**src/rtl/fom_pkg.sv**
```systemverilog
package fom_pkg;
  typedef enum logic [1:0] {
    S_IDLE = 2'd0,
    S_WAIT = 2'd1,
    S_MEAS = 2'd2,
    S_DONE = 2'd3
  } fom_state_e;
endpackage

```
**src/rtl/fom_sampler.sv**
```systemverilog
// Samples the frame pulse on the rising edge and the evaluation input on
// both edges, then flags qualifying edges at each rising clock edge.
module fom_sampler (
  input  logic clk,
  input  logic rst_n,
  input  logic gci_i,
  input  logic fp_i,
  input  logic fe_i,
  output logic frm_edge_o,
  output logic fe_hi_edge_o,
  output logic fe_lo_edge_o
);
  logic fp_q, fe_lo_q, fe_hi_q;

  always_ff @(posedge clk or negedge rst_n) begin
    if (!rst_n) begin
      fp_q    <= 1'b1;
      fe_lo_q <= 1'b0;
    end else begin
      fp_q    <= fp_i;
      fe_lo_q <= fe_i;
    end
  end

  // value held during the high half of the cycle
  always_ff @(negedge clk or negedge rst_n) begin
    if (!rst_n) fe_hi_q <= 1'b0;
    else        fe_hi_q <= fe_i;
  end

  always_comb begin
    if (gci_i) begin
      frm_edge_o   = ~fp_q & fp_i;
      fe_hi_edge_o = ~fe_lo_q & fe_hi_q;
      fe_lo_edge_o = ~fe_hi_q & fe_i;
    end else begin
      frm_edge_o   = fp_q & ~fp_i;
      fe_hi_edge_o = fe_lo_q & ~fe_hi_q;
      fe_lo_edge_o = fe_hi_q & ~fe_i;
    end
  end
endmodule

```
**src/rtl/fom_counter.sv**
```systemverilog
// Saturating cycle counter, cleared at each frame boundary.
module fom_counter #(
  parameter int CNT_W = 11
) (
  input  logic             clk,
  input  logic             rst_n,
  input  logic             clr_i,
  input  logic             en_i,
  output logic [CNT_W-1:0] cnt_o,
  output logic [CNT_W-1:0] cnt_inc_o
);
  localparam logic [CNT_W-1:0] CNT_MAX = '1;
  localparam logic [CNT_W-1:0] CNT_ONE = CNT_W'(1);

  logic [CNT_W-1:0] cnt_q, cnt_d;

  always_comb begin
    cnt_inc_o = (cnt_q == CNT_MAX) ? CNT_MAX : cnt_q + CNT_ONE;
    if (clr_i)     cnt_d = '0;
    else if (en_i) cnt_d = cnt_inc_o;
    else           cnt_d = cnt_q;
  end

  always_ff @(posedge clk or negedge rst_n) begin
    if (!rst_n) cnt_q <= '0;
    else        cnt_q <= cnt_d;
  end

  assign cnt_o = cnt_q;
endmodule

```
**src/rtl/fom_seq.sv**
```systemverilog
// Start/complete sequencing and first-edge capture.
module fom_seq
  import fom_pkg::*;
#(
  parameter int CNT_W = 11
) (
  input  logic             clk,
  input  logic             rst_n,
  input  logic             start_i,
  input  logic             wfp_i,
  input  logic             frm_edge_i,
  input  logic             fe_hi_edge_i,
  input  logic             fe_lo_edge_i,
  input  logic [CNT_W-1:0] cnt_i,
  input  logic [CNT_W-1:0] cnt_inc_i,
  output logic             cnt_en_o,
  output logic             done_o,
  output logic [CNT_W-1:0] res_cnt_o,
  output logic             res_ph_o
);
  fom_state_e       state_q, state_d;
  logic             start_q, rearm_q, rearm_d, cap_q, cap_d, done_q, done_d;
  logic             ph_q, ph_d;
  logic [CNT_W-1:0] rcnt_q, rcnt_d;
  logic             start_rise, start_fall;

  assign start_rise = start_i & ~start_q;
  assign start_fall = ~start_i & start_q;

  always_comb begin
    state_d = state_q;
    rearm_d = rearm_q | (frm_edge_i & ~start_i);
    cap_d   = cap_q;
    done_d  = done_q;
    ph_d    = ph_q;
    rcnt_d  = rcnt_q;
    unique case (state_q)
      S_IDLE: if (start_rise && rearm_q && !wfp_i) begin
        state_d = S_WAIT;
        rearm_d = 1'b0;
        done_d  = 1'b0;
        rcnt_d  = '0;
        ph_d    = 1'b0;
      end
      S_WAIT: if (frm_edge_i) begin
        state_d = S_MEAS;
        cap_d   = 1'b0;
      end
      S_MEAS: begin
        if (!cap_q) begin
          if (fe_hi_edge_i) begin
            cap_d = 1'b1; rcnt_d = cnt_i; ph_d = 1'b1;
          end else if (fe_lo_edge_i && !frm_edge_i) begin
            cap_d = 1'b1; rcnt_d = cnt_inc_i; ph_d = 1'b0;
          end else if (frm_edge_i) begin
            rcnt_d = cnt_i; ph_d = 1'b0;   // window closed with no edge
          end
        end
        if (frm_edge_i) begin
          state_d = S_DONE;
          done_d  = 1'b1;
        end
      end
      default: ;
    endcase
    if (wfp_i && (state_q == S_WAIT || state_q == S_MEAS)) begin
      state_d = S_IDLE;
      done_d  = 1'b0;
    end
    if (start_fall) begin
      state_d = S_IDLE;
      done_d  = 1'b0;
      cap_d   = 1'b0;
      rcnt_d  = '0;
      ph_d    = 1'b0;
    end
  end

  always_ff @(posedge clk or negedge rst_n) begin
    if (!rst_n) begin
      state_q <= S_IDLE;
      start_q <= 1'b0;
      rearm_q <= 1'b0;
      cap_q   <= 1'b0;
      done_q  <= 1'b0;
      ph_q    <= 1'b0;
      rcnt_q  <= '0;
    end else begin
      state_q <= state_d;
      start_q <= start_i;
      rearm_q <= rearm_d;
      cap_q   <= cap_d;
      done_q  <= done_d;
      ph_q    <= ph_d;
      rcnt_q  <= rcnt_d;
    end
  end

  assign cnt_en_o  = (state_q == S_MEAS);
  assign done_o    = done_q;
  assign res_cnt_o = rcnt_q;
  assign res_ph_o  = ph_q;
endmodule

```
**src/rtl/frame_offset_meter.sv**
```systemverilog
module frame_offset_meter #(
  parameter int CNT_W = 11,
  parameter int OFS_W = 3
) (
  input  logic             clk,
  input  logic             rst_n,
  input  logic             gci_mode_i,
  input  logic             wide_fp_i,
  input  logic             fp_i,
  input  logic             fe_i,
  input  logic             start_i,
  output logic             done_o,
  output logic [CNT_W:0]   result_o,
  output logic [OFS_W-1:0] ofs_code_o,
  output logic             latch_edge_o
);
  localparam int RES_W = CNT_W + 1;

  logic             frm_edge, fe_hi_edge, fe_lo_edge, cnt_en;
  logic [CNT_W-1:0] cnt, cnt_inc, res_cnt;
  logic             res_ph;

  fom_sampler u_smp (
    .clk(clk), .rst_n(rst_n), .gci_i(gci_mode_i), .fp_i(fp_i), .fe_i(fe_i),
    .frm_edge_o(frm_edge), .fe_hi_edge_o(fe_hi_edge), .fe_lo_edge_o(fe_lo_edge)
  );

  fom_counter #(.CNT_W(CNT_W)) u_cnt (
    .clk(clk), .rst_n(rst_n), .clr_i(frm_edge), .en_i(cnt_en),
    .cnt_o(cnt), .cnt_inc_o(cnt_inc)
  );

  fom_seq #(.CNT_W(CNT_W)) u_seq (
    .clk(clk), .rst_n(rst_n), .start_i(start_i), .wfp_i(wide_fp_i),
    .frm_edge_i(frm_edge), .fe_hi_edge_i(fe_hi_edge), .fe_lo_edge_i(fe_lo_edge),
    .cnt_i(cnt), .cnt_inc_i(cnt_inc), .cnt_en_o(cnt_en),
    .done_o(done_o), .res_cnt_o(res_cnt), .res_ph_o(res_ph)
  );

  logic [RES_W-1:0] res_full;
  assign res_full     = {res_ph, res_cnt};
  assign result_o     = done_o ? res_full : '0;
  assign ofs_code_o   = result_o[OFS_W-1:0];
  assign latch_edge_o = ~result_o[RES_W-1];
endmodule

```
**config.mk**
```make
export PLATFORM = sky130hd
export DESIGN_NAME = frame_offset_meter
export DESIGN_NICKNAME = d
export VERILOG_FILES = /design/src/rtl/fom_pkg.sv /design/src/rtl/fom_sampler.sv /design/src/rtl/fom_counter.sv /design/src/rtl/fom_seq.sv /design/src/rtl/frame_offset_meter.sv
export SDC_FILE = /design/constraint.sdc
export NUM_CORES = 1
export LEC_CHECK = 0
export BUFFER_PORTS_ARGS = -buffer_cell sky130_fd_sc_hd__buf_2
export CAP_MARGIN = 30
export CORE_MARGIN = 1.5
export CORE_UTILIZATION = 58
export DETAILED_ROUTE_END_ITERATION = 7
export PLACE_DENSITY = 0.79
export SLEW_MARGIN = 5
export SYNTH_ARGS = -nofsm -noshare
export SYNTH_HDL_FRONTEND = slang
export SYNTH_SLANG_ARGS = --single-unit
```
**constraint.sdc**
```tcl
create_clock -name clk -period 2 [get_ports clk]
set_input_delay 0 -clock clk [delete_from_list [all_inputs] [get_ports clk]]
set_output_delay 0 -clock clk [all_outputs]
set_load 0.05 [all_outputs]
```
# Yosys cells after proc, flatten, opt, wreduce, memory -nomap -nowiden
# Index checks and enable logic that the tools add are counted.
dict set report totals {
  register_bits 32
  latch_bits 0
  mem_bits_rw 0
  mem_bits_ro 0
  out_inout_bits 17
  word_cells 95
  mem_count 0
}
dict set report classes {
  add_sub_neg 1
  multipliers 0
  div 0
  n_lt_le_gt_ge 0
  n_eq_ne 10
  n_shift 0
  muxes 38
  bitwise 18
  reduce_logical 17
}
# cell count
set ops {}
lappend ops {{11-bit two-way mux} 9}
lappend ops {{11-bit one-hot mux with 2 select lines} 1}
lappend ops {{1-bit two-way mux} 18}
lappend ops {{12-bit two-way mux} 1}
lappend ops {{11-bit by 1-bit adder with 11-bit output, second input constant} 1}
lappend ops {{11-bit == test, second input constant} 1}
lappend ops {{2-bit two-way mux} 5}
lappend ops {{1-bit AND} 9}
lappend ops {{4-bit by 1-bit != test with 1-bit output, second input constant} 2}
lappend ops {{1-bit NOT} 8}
lappend ops {{4-bit AND reduction} 2}
lappend ops {{3-bit by 1-bit != test with 1-bit output, second input constant} 2}
lappend ops {{1-bit one-hot mux with 2 select lines} 3}
lappend ops {{2-bit one-hot mux with 3 select lines} 1}
lappend ops {{3-bit nonzero test} 2}
lappend ops {{5-bit by 2-bit != test with 1-bit output, second input constant} 1}
lappend ops {{5-bit nonzero test} 1}
lappend ops {{1-bit logical AND} 4}
lappend ops {{4-bit by 2-bit != test with 1-bit output, second input constant} 1}
lappend ops {{4-bit nonzero test} 1}
lappend ops {{3-bit != test, second input constant} 1}
lappend ops {{3-bit AND reduction} 1}
lappend ops {{2-bit by 1-bit == test with 1-bit output, second input constant} 1}
lappend ops {{2-bit == test, second input constant} 1}
lappend ops {{6 further kinds} 7}

# Depth between registers and ports, before layout
# Gate-level depths: netlist of run 1.
dict set report logic_depth {
  ltp_word 10
  mapped_depth 8
  mapped_depth_nobuf 6
}

# Hierarchy
# Synthesis of run 1 repeated with hierarchy kept, for this count alone.
dict set report hier_totals {
  hier_cells 213
  hier_area_um2 2090.8
}
# module instances cells_per_inst area_per_inst_um2 seq_area_each_um2
set by_module_without_submodules {}
lappend by_module_without_submodules {fom_seq 1 91 1016.0 450.4}
lappend by_module_without_submodules {fom_counter 1 93 819.5 275.3}
lappend by_module_without_submodules {fom_sampler 1 12 132.6 76.3}
lappend by_module_without_submodules {frame_offset_meter 1 17 122.6 0.0}

==> flow_metrics.py, run 1 <==
metrics = {
    "run_status": {
        "status": "finished with violations",
        "violations": "setup timing",
    },
    "route": {
        "ant_nets": 0,
        "totalWireLength_um": 5440,
        "route.detailed.drc": 0,
        "vias": 2035,
        "drtIter0Drc": 156,
        "viasPerCell": 6.15,
        "drt-wirelength-per-cell_um": 16.4,
        "firstDrtPassIters": 4,
    },
    "grt": {
        "grt_usage_pct": 28.4,
        "grt_pass1_vias": 1872,
        "gr-total-overflow": 0,
        "grt_first_pass_wirelength_um": 8940,
        "antenna_found_initial": 0,
        "grt_max_degree": 32,
    },
    "power_and_ir_drop": {
        "cellInternalPower_mw": 1.47,
        "vdd_ir_drop_max_v": 0.000836,
        "p_sw_uw": 881,
        "pwr-share-comb_pct": 43.7,
        "power.leakage_nw": 1.19,
        "power_frac_seq_pct": 34.7,
        "clock_power_share_pct": 21.6,
        "p_per_area_mw_per_mm2": 878,
        "swShare_pct": 37.5,
    },
    "floorplanning": {
        "core_area_mm2": 0.00363,
        "dieArea_mm2": 0.00413,
        "rows": 22,
        "start_util_pct": 60.0,
        "die-width_um": 64.3,
        "ios": 24,
        "die_h_um": 64.3,
    },
    "critical_path": {
        "r2r_cells": 7,
        "r2r-start": "u_smp.fe_hi_q",
        "cp_max_fo": 5,
        "rr_endpoint": "u_seq.res_cnt_o[1]",
        "critical_path_required_ps": 2150,
        "crit_end": "u_seq.res_cnt_o[1]",
        "critPathLaunch": "u_smp.fe_hi_q",
        "reg2reg_slack_ps": -710,
        "arrival_ps": 2860,
        "end_kind": "register",
        "crit_type": "reg2reg",
        "cp-start-kind": "register",
    },
    "synthesis": {
        "yosys_warnings": 0,
        "syn-instance-count": 238,
        "ys_seq_elements": 32,
        "synth-simple-area-share_pct": 25.8,
        "synth-edff-count": 0,
        "synth-xor-area-share_pct": 0.804,
        "synth_compound_area_share_pct": 19.6,
        "synth.avg_cell_area_um2": 9.15,
        "synth_top_family_by_area": "simple AND/OR/NAND/NOR gates",
        "synth.most_common_cell": "dfrtp_1",
        "synth_area_leader_cell": "dfrtp_1",
        "synth_commonest_cells": "dfrtp_1 (30), nand2_1 (26), nor2_1 (17)",
        "synth-main-ff-cell": "dfrtp_1",
        "ys_seq_area_share_pct": 36.8,
        "synth_adder_area_share_pct": 3.45,
        "syn_nets": 251,
        "synth_area_leaders": "dfrtp_1 (34%), mux2i_1 (6.0%), nand2_1 (4.5%)",
        "ys_types": 60,
        "muxShareOfSynthArea_pct": 6.49,
        "async_reset_ff_share_pct": 100,
        "netlist_area_mm2": 0.00218,
        "yosysTopAreaCellShare_pct": 34.5,
    },
    "sta": {
        "tns_ps": -8530,
        "final_max_slew_viol_count": 0,
        "finClkSkew_ps": 8.07,
        "worst_slack_ps": -709,
        "final_hold_viol_count": 0,
        "slew_headroom_pct": 69.2,
        "finalSetupViolCount": 13,
        "max_slew.worst_pin.slew_ps": 460,
        "rsz0062_at_grt": "yes",
    },
    "hold_path": {
        "min-delay-path-class": "in2reg",
    },
    "final_layout": {
        "final_nets": 295,
        "antenna_cells": 0,
        "area_delta_synth_final_pct": 22.7,
        "drive_gt1_share_pct": 31.1,
        "fillers": 270,
    },
    "clock_network": {
        "h-tree-depth": 2,
        "clk_latency_ps": 290,
        "cts_made_buffers": 5,
        "cts_root_buf": "clkbuf_8",
        "cts_sinks": 32,
        "clk_path_buf_depth": 2,
        "clk_pin_slew_worst_paths_ps": 60,
        "cts_tree": "done",
    },
    "place": {
        "portBuffers": 23,
        "pre_cts_slack_ps": -991,
        "place.gp.congestion": 0.945,
        "hpwl_um": 3770,
    },
    "job": {
        "timing.max_cap.violations": 0,
    },
}
==> per-layer routing <==
| layer | part of all wire (%) | up-vias | GRT usage, % |
|---|---|---|---|
| li1 | - | 956 | - |
| met1 | 44 | 981 | 37.9 |
| met2 | 47 | 89 | 45.8 |
| met3 | 7.7 | 9 | 7.22 |
| met4 | 1.5 | 0 | 7.71 |
| met5 | 0 | - | 0 |
==> kinds of logic (layout without fill, tap and decap cells) <==
kind of cell / count (synthesis) / count (layout)
buf+inv: 27 / 72
flops: 32 / 32
compound gates: 57 / 57
mux: 14 / 14
xor+xnor: 2 / 2
simple gates: 100 / 100
fa+ha+maj: 6 / 6
==> placed cells by master, fill, tap and decap left out, types with 4 or more instances in the layout <==
master / netlist / routed
a21oi_1: 9 / 9
and2_1: 14 / 14
buf_2: 3 / 24
buf_4: 7 / 25
buf_6: 3 / 5
clkbuf_8: 0 / 6
dfrtp_1: 30 / 30
dlygate4sd3_1: 0 / 4
ha_1: 6 / 6
inv_1: 6 / 6
mux2i_1: 13 / 12
nand2_1: 26 / 26
nand2b_1: 5 / 5
nand3_1: 4 / 4
nor2_1: 17 / 16
nor3_1: 8 / 8
o211ai_1: 5 / 5
o21ai_0: 7 / 4
o22ai_1: 5 / 4
==> metrics by stage <==
step | util, % | area, um2 | total power, mW | instances | hold slack [ps]
after detailed placement | 66.9 | 2430 | 1.76 | 314 | 95.7
after floorplan | - | 2200 | 1.46 | 238 | -296
final | 73.6 | 2670 | 2.35 | 331 | 124
after global routing | 73.6 | 2670 | 2.50 | 331 | 134
after CTS | 72.3 | 2630 | 2.32 | 328 | 106
after global placement | 66.9 | 2430 | 1.72 | 314 | 102
==> worst min path at each step <==
stage                                    end  cells after the start       from
after detailed placement  u_seq.res_cnt_o[6]                      2      rst_n
final                       u_seq.state_q[1]                      3  wide_fp_i
after CTS                   u_seq.state_q[1]                      3  wide_fp_i
after global placement    u_seq.res_cnt_o[7]                      2      rst_n
after global routing        u_seq.state_q[1]                      3  wide_fp_i
after floorplan               u_cnt.cnt_o[0]                      0      rst_n
==> critical path, stage by stage (launching register included) <==
cell and delay [ps]:
dfrtn_1 530, nor2b_4 70, buf_6 120, and3_4 160
or2_4 260, buf_6 140, mux2i_4 200, o22ai_2 100
==> layout make-up <==
| cell class | count | area, um2 | area share, % |
|---|---|---|---|
| multi-input combinational | 179 | 1290 | 48.3 |
| clock inverter | 2 | 10.0 | 0.374 |
| clock buffer | 6 | 82.6 | 3.09 |
| timing repair buffer | 58 | 404 | 15.1 |
| inverter | 6 | 22.5 | 0.842 |
| sequential | 32 | 802 | 30.0 |
| tap | 48 | 60.1 | 2.25 |
==> power by group through the flow <==
stage | registers, mW | clock network (mW) | logic (mW)
6_report | 0.814 | 0.508 | 1.03
5_1_grt | 0.821 | 0.557 | 1.12
3_5_place_dp | 0.822 | 0 | 0.934
4_1_cts | 0.810 | 0.520 | 0.992
3_3_place_gp | 0.815 | 0 | 0.900
2_1_floorplan | 0.806 | 0 | 0.657
==> timing repair <==
action,4_1_cts,5_1_grt
resized for setup,12,9
setup buffers,1,3
hold buffers,4,0
pin swaps,4,4
setup endpoints to repair,13,16
hold endpoints to repair,33,0
gates cloned,1,0
No activity file was read; power rests on OpenSTA's default activity.
==> run 2: changes to the inputs <==
--- a/config.mk
+++ b/config.mk
@@ -10,6 +10,7 @@
 export CORE_MARGIN = 1.5
 export CORE_UTILIZATION = 58
 export DETAILED_ROUTE_END_ITERATION = 7
+export MAX_ROUTING_LAYER = met4
 export PLACE_DENSITY = 0.79
 export SLEW_MARGIN = 5
 export SYNTH_ARGS = -nofsm -noshare
==> flow_metrics.py, run 2 (synthesis results as in run 1) <==
metrics = {
    "run_status": {
        "status": "finished with violations",
        "violations": "setup timing",
    },
    "place": {
        "portBuffers": 23,
        "place.gp.congestion": 0.980,
        "hpwl_um": 3510,
    },
    "clock_network": {
        "h-tree-depth": 2,
        "cts_tree": "done",
        "clk_latency_ps": 290,
        "cts_root_buf": "clkbuf_8",
        "clk_path_buf_depth": 2,
        "cts_made_buffers": 5,
        "clk_pin_slew_worst_paths_ps": 70,
        "cts_sinks": 32,
    },
    "floorplanning": {
        "ios": 24,
        "dieArea_mm2": 0.00413,
        "core_area_mm2": 0.00363,
        "rows": 22,
        "die_h_um": 64.3,
        "die-width_um": 64.3,
        "start_util_pct": 60.0,
    },
    "power_and_ir_drop": {
        "p_sw_uw": 851,
        "p_per_area_mw_per_mm2": 870,
        "swShare_pct": 36.9,
        "vdd_ir_drop_max_v": 0.000741,
        "power.leakage_nw": 1.18,
        "cellInternalPower_mw": 1.46,
        "pwr-share-comb_pct": 42.9,
        "clock_power_share_pct": 22.0,
        "power_frac_seq_pct": 35.1,
    },
    "final_layout": {
        "drive_gt1_share_pct": 29.9,
        "final_cell_mix": "dfrtp_1 (30), nand2_1 (26), buf_4 (25)",
        "antenna_cells": 0,
        "final_nets": 293,
        "final_common_cell": "dfrtp_1",
        "area_delta_synth_final_pct": 21.8,
        "final_util_pct": 73.0,
    },
    "route": {
        "firstDrtPassIters": 4,
        "route.detailed.drc": 0,
        "drt-wirelength-per-cell_um": 15.3,
        "ant_nets": 0,
        "totalWireLength_um": 5050,
        "viasPerCell": 5.90,
        "drtIter0Drc": 148,
        "vias": 1941,
    },
    "grt": {
        "grt_max_degree": 32,
        "gr-total-overflow": 0,
        "grt_pass1_vias": 1862,
        "grt_first_pass_wirelength_um": 8710,
        "grt_usage_pct": 28.4,
        "antenna_found_initial": 0,
    },
    "sta": {
        "max_slew.worst_pin.slew_ps": 470,
        "finClkSkew_ps": 9.81,
        "whs_ps": 107,
        "final_max_slew_viol_count": 0,
        "worst_slack_ps": -718,
        "finalSetupViolCount": 13,
        "final_hold_viol_count": 0,
        "slew_headroom_pct": 68.5,
        "rsz0062_at_grt": "yes",
    },
    "critical_path": {
        "arrival_ps": 2940,
        "slowest_stage": "dfrtn_1",
        "end_kind": "register",
        "cp_max_fo": 4,
        "cp-start-kind": "register",
        "crit_path_max_incr_delay_ps": 500,
        "critical_path_required_ps": 2220,
        "crit_type": "reg2reg",
        "crit_chain": "buf_4 -> nor2b_4 -> mux2i_1 -> nand2b_1 -> or4b_1 -> a21oi_1",
    },
    "hold_path": {
        "min-delay-path-class": "in2reg",
    },
    "job": {
        "timing.max_cap.violations": 0,
    },
}
[run 2: cell types whose count changed in the layout (fill, tap and decap cells not counted), sizes merged]
| cell | previous run | this run |
|---|---|---|
| buf | 54 | 52 |
[run 2: final cells by class]
class,count,area [um2]
Fill cell,257,981
Clock buffer,6,82.6
Sequential cell,32,802
Tap cell,48,60.1
Timing Repair Buffer,56,388
Clock inverter,2,10.0
Multi-Input combinational cell,179,1290
Inverter,6,22.5
[run 2: worst paths after layout]
| check | startpoint | endpoint | slack (ps) | cells past startpoint |
|---|---|---|---|---|
| min reg2reg | u_seq.res_cnt_o[0] | u_seq.res_cnt_o[0] | 520 | 2 |
| max | u_smp.fe_hi_q | u_seq.res_ph_o | -720 | 6 |
| min in group asynchronous | rst_n | u_seq.res_ph_o | 350 | 3 |
| min | wide_fp_i | u_seq.state_q[1] | 110 | 3 |
| max in group asynchronous | rst_n | u_smp.fe_hi_q | 910 | 2 |
| max reg2reg | u_smp.fe_hi_q | u_seq.res_ph_o | -720 | 6 |
[run 2: per-stage QoR]
| step | instances | area, um2 | TNS, ps | worst slack [ps] | total power, mW |
|---|---|---|---|---|---|
| floorplan | 238 | 2200 | -6160 | -512 | 1.46 |
| global placement | 315 | 2440 | -9990 | -833 | 1.71 |
| detailed placement | 315 | 2440 | -10680 | -885 | 1.75 |
| CTS | 329 | 2640 | -7740 | -664 | 2.30 |
| global route | 329 | 2650 | -9240 | -780 | 2.48 |
| finish | 329 | 2650 | -8170 | -718 | 2.31 |
[run 2: layer usage]
layer	routed length, um	vias to the layer above	share of wire, %	GRT usage (%)
met2	2360	61	47	42.6
met3	280	7	5.5	6.16
met1	2320	934	46	38.1
met4	88	0	1.7	10.9
li1	-	939	-	-
met5	0	-	0	-
[run 2: worst max-delay path, delay by kind of cell, from the launching register on]
kind	cells	cell delay, ps
AOI/OAI and AO/OA	1	130
buffers and inverters	1	150
DFF	1	500
muxes	1	100
and+or+nand+nor	3	770
[run 2: power by group through the flow]
stage / clock, mW / combinational, mW / sequential (mW)
finish: 0.507 / 0.990 / 0.811
global route: 0.558 / 1.11 / 0.820
global placement: 0 / 0.894 / 0.818
CTS: 0.527 / 0.962 / 0.809
floorplan: 0 / 0.657 / 0.806
detailed placement: 0 / 0.924 / 0.821
[run 2: what timing repair did]
item                                   CTS  global route
pin swaps                                4             2
hold buffers                             4             0
endpoints found under the hold margin   33             0
cloned                                   1             0
resized for setup                       16             3
setup endpoints to repair               13            15
buffers inserted                         1             0
==> run 3: changes to the inputs <==
==> constraint.sdc (replaced) <==
create_clock -name clk -period 2 [get_ports clk]
set_input_delay 0 -clock clk [delete_from_list [all_inputs] [get_ports clk]]
set_output_delay 0 -clock clk [all_outputs]
set_load 0.1 [all_outputs]
==> flow_metrics.py, run 3 (synthesis results as in run 1) <==
metrics = {
    "clock_network": {
        "cts_root_buf": "clkbuf_8",
        "clk_latency_ps": 300,
        "clk_path_buf_depth": 2,
        "cts_tree": "done",
        "cts_sinks": 32,
        "h-tree-depth": 2,
        "cts_made_buffers": 5,
        "clk_pin_slew_worst_paths_ps": 70,
    },
    "grt": {
        "grt_first_pass_wirelength_um": 9380,
        "antenna_found_initial": 0,
        "grt_pass1_vias": 1981,
        "grt_usage_pct": 30.2,
        "gr-total-overflow": 0,
        "grt_max_degree": 32,
    },
    "critical_path": {
        "r2r-start": "u_smp.fe_hi_q",
        "arrival_ps": 2930,
        "critical_path_required_ps": 2220,
        "crit_type": "reg2reg",
        "crit_chain": "buf_6 -> nor2b_4 -> mux2i_1 -> nand2b_1 -> or4b_1 -> a21oi_1",
        "crit_path_max_incr_delay_ps": 530,
        "cp_max_fo": 4,
        "cp_top_family": "simple AND/OR/NAND/NOR gates",
        "path_buf_inv": 1,
        "crit_end": "u_seq.res_ph_o",
        "r2r_cells": 6,
        "slowest_stage": "dfrtn_1",
        "crit_cells": 6,
        "rr_endpoint": "u_seq.res_ph_o",
        "critPathLaunch": "u_smp.fe_hi_q",
        "reg2reg_slack_ps": -710,
        "end_kind": "register",
        "cp-start-kind": "register",
    },
    "route": {
        "vias": 2076,
        "drt-wirelength-per-cell_um": 17.9,
        "route.detailed.drc": 0,
        "viasPerCell": 6.25,
        "ant_nets": 0,
        "drtIter0Drc": 187,
        "firstDrtPassIters": 4,
        "totalWireLength_um": 5950,
    },
    "sta": {
        "finClkSkew_ps": 9.59,
        "slew_headroom_pct": 66.5,
        "worst_slack_ps": -707,
        "final_hold_viol_count": 0,
        "max_slew.worst_pin.slew_ps": 501,
        "rsz0062_at_grt": "yes",
        "final_max_slew_viol_count": 0,
        "finalSetupViolCount": 13,
    },
    "power_and_ir_drop": {
        "p_per_area_mw_per_mm2": 872,
        "power.leakage_nw": 1.21,
        "p_total_mw": 2.39,
        "vdd_ir_drop_max_v": 0.000626,
    },
    "final_layout": {
        "final_common_cell": "dfrtp_1",
        "final_nets": 296,
        "multi_input_area_mm2": 0.00133,
        "seq_area_um2": 802,
        "antenna_cells": 0,
        "area_delta_synth_final_pct": 26.1,
        "final_cell_mix": "dfrtp_1 (30), nand2_1 (24), buf_2 (23), buf_4 (23), nor2_1 (16)",
        "final_util_pct": 75.6,
        "fillers": 241,
        "drive_gt1_share_pct": 33.8,
    },
    "job": {
        "timing.max_cap.violations": 0,
    },
    "run_status": {
        "status": "finished with violations",
        "violations": "setup timing",
    },
    "place": {
        "portBuffers": 23,
        "pre_cts_slack_ps": -927,
        "place.gp.congestion": 0.982,
        "hpwl_um": 3640,
    },
    "hold_path": {
        "min-delay-path-class": "in2reg",
    },
    "floorplanning": {
        "start_util_pct": 60.0,
        "die_h_um": 64.3,
        "rows": 22,
        "ios": 24,
        "dieArea_mm2": 0.00413,
        "die-width_um": 64.3,
        "core_area_mm2": 0.00363,
    },
}
[run 3: tightest hold or removal path, stage by stage]
cell	delay, ps
buf_2	160
nand3b_1	130
mux2i_1	70
[run 3: metrics by stage]
| step | std cells | hold slack (ps) | TNS, ps | area, um2 |
|---|---|---|---|---|
| 2_1_floorplan | 238 | -296 | -6350 | 2210 |
| 3_3_place_gp | 314 | 110 | -10050 | 2440 |
| 3_5_place_dp | 314 | 101 | -11050 | 2440 |
| 4_1_cts | 331 | 128 | -7710 | 2680 |
| 5_1_grt | 332 | 161 | -9060 | 2750 |
| 6_report | 332 | 120 | -8710 | 2750 |
[run 3: worst min-delay path by stage]
stage | to | depth (start not counted) | slack (ps) | from
global route | u_seq.done_o | 3 | 160 | wide_fp_i
detailed placement | u_seq.res_cnt_o[7] | 2 | 100 | rst_n
global placement | u_seq.res_cnt_o[10] | 2 | 110 | rst_n
CTS | u_seq.state_q[1] | 3 | 130 | wide_fp_i
floorplan | u_cnt.cnt_o[0] | 0 | -300 | rst_n
finish | u_seq.state_q[1] | 3 | 120 | wide_fp_i
[run 3: per-layer routing]
metal | track usage [%] | up-vias | share of wire [%]
met1 | 39.0 | 995 | 43
met3 | 5.99 | 16 | 6.3
met2 | 46.2 | 108 | 48
li1 | - | 957 | -
met4 | 13.3 | 0 | 2.5
met5 | - | - | 0
[run 3: cell type report]
class                           instances  share of cell area, %
Clock buffer                            6                   3.01
Clock inverter                          2                  0.364
Inverter                                6                  0.957
Multi-Input combinational cell        179                   48.3
Sequential cell                        32                   29.2
Tap cell                               48                   2.19
Timing Repair Buffer                   59                   15.9
[run 3: timing repair]
action | CTS | global route
pin swaps | 9 | 3
endpoints found under the hold margin | 33 | 0
setup endpoints to repair | 13 | 16
cloned | 0 | 0
resized for setup | 16 | 11
hold buffers | 4 | 0
setup buffers | 5 | 2
[run 3: power by group]
part / total, mW / switching (mW) / internal [mW]
Combinational: 1.05 / 0.574 / 0.473
Clock: 0.520 / 0.246 / 0.274
Sequential: 0.827 / 0.0939 / 0.733
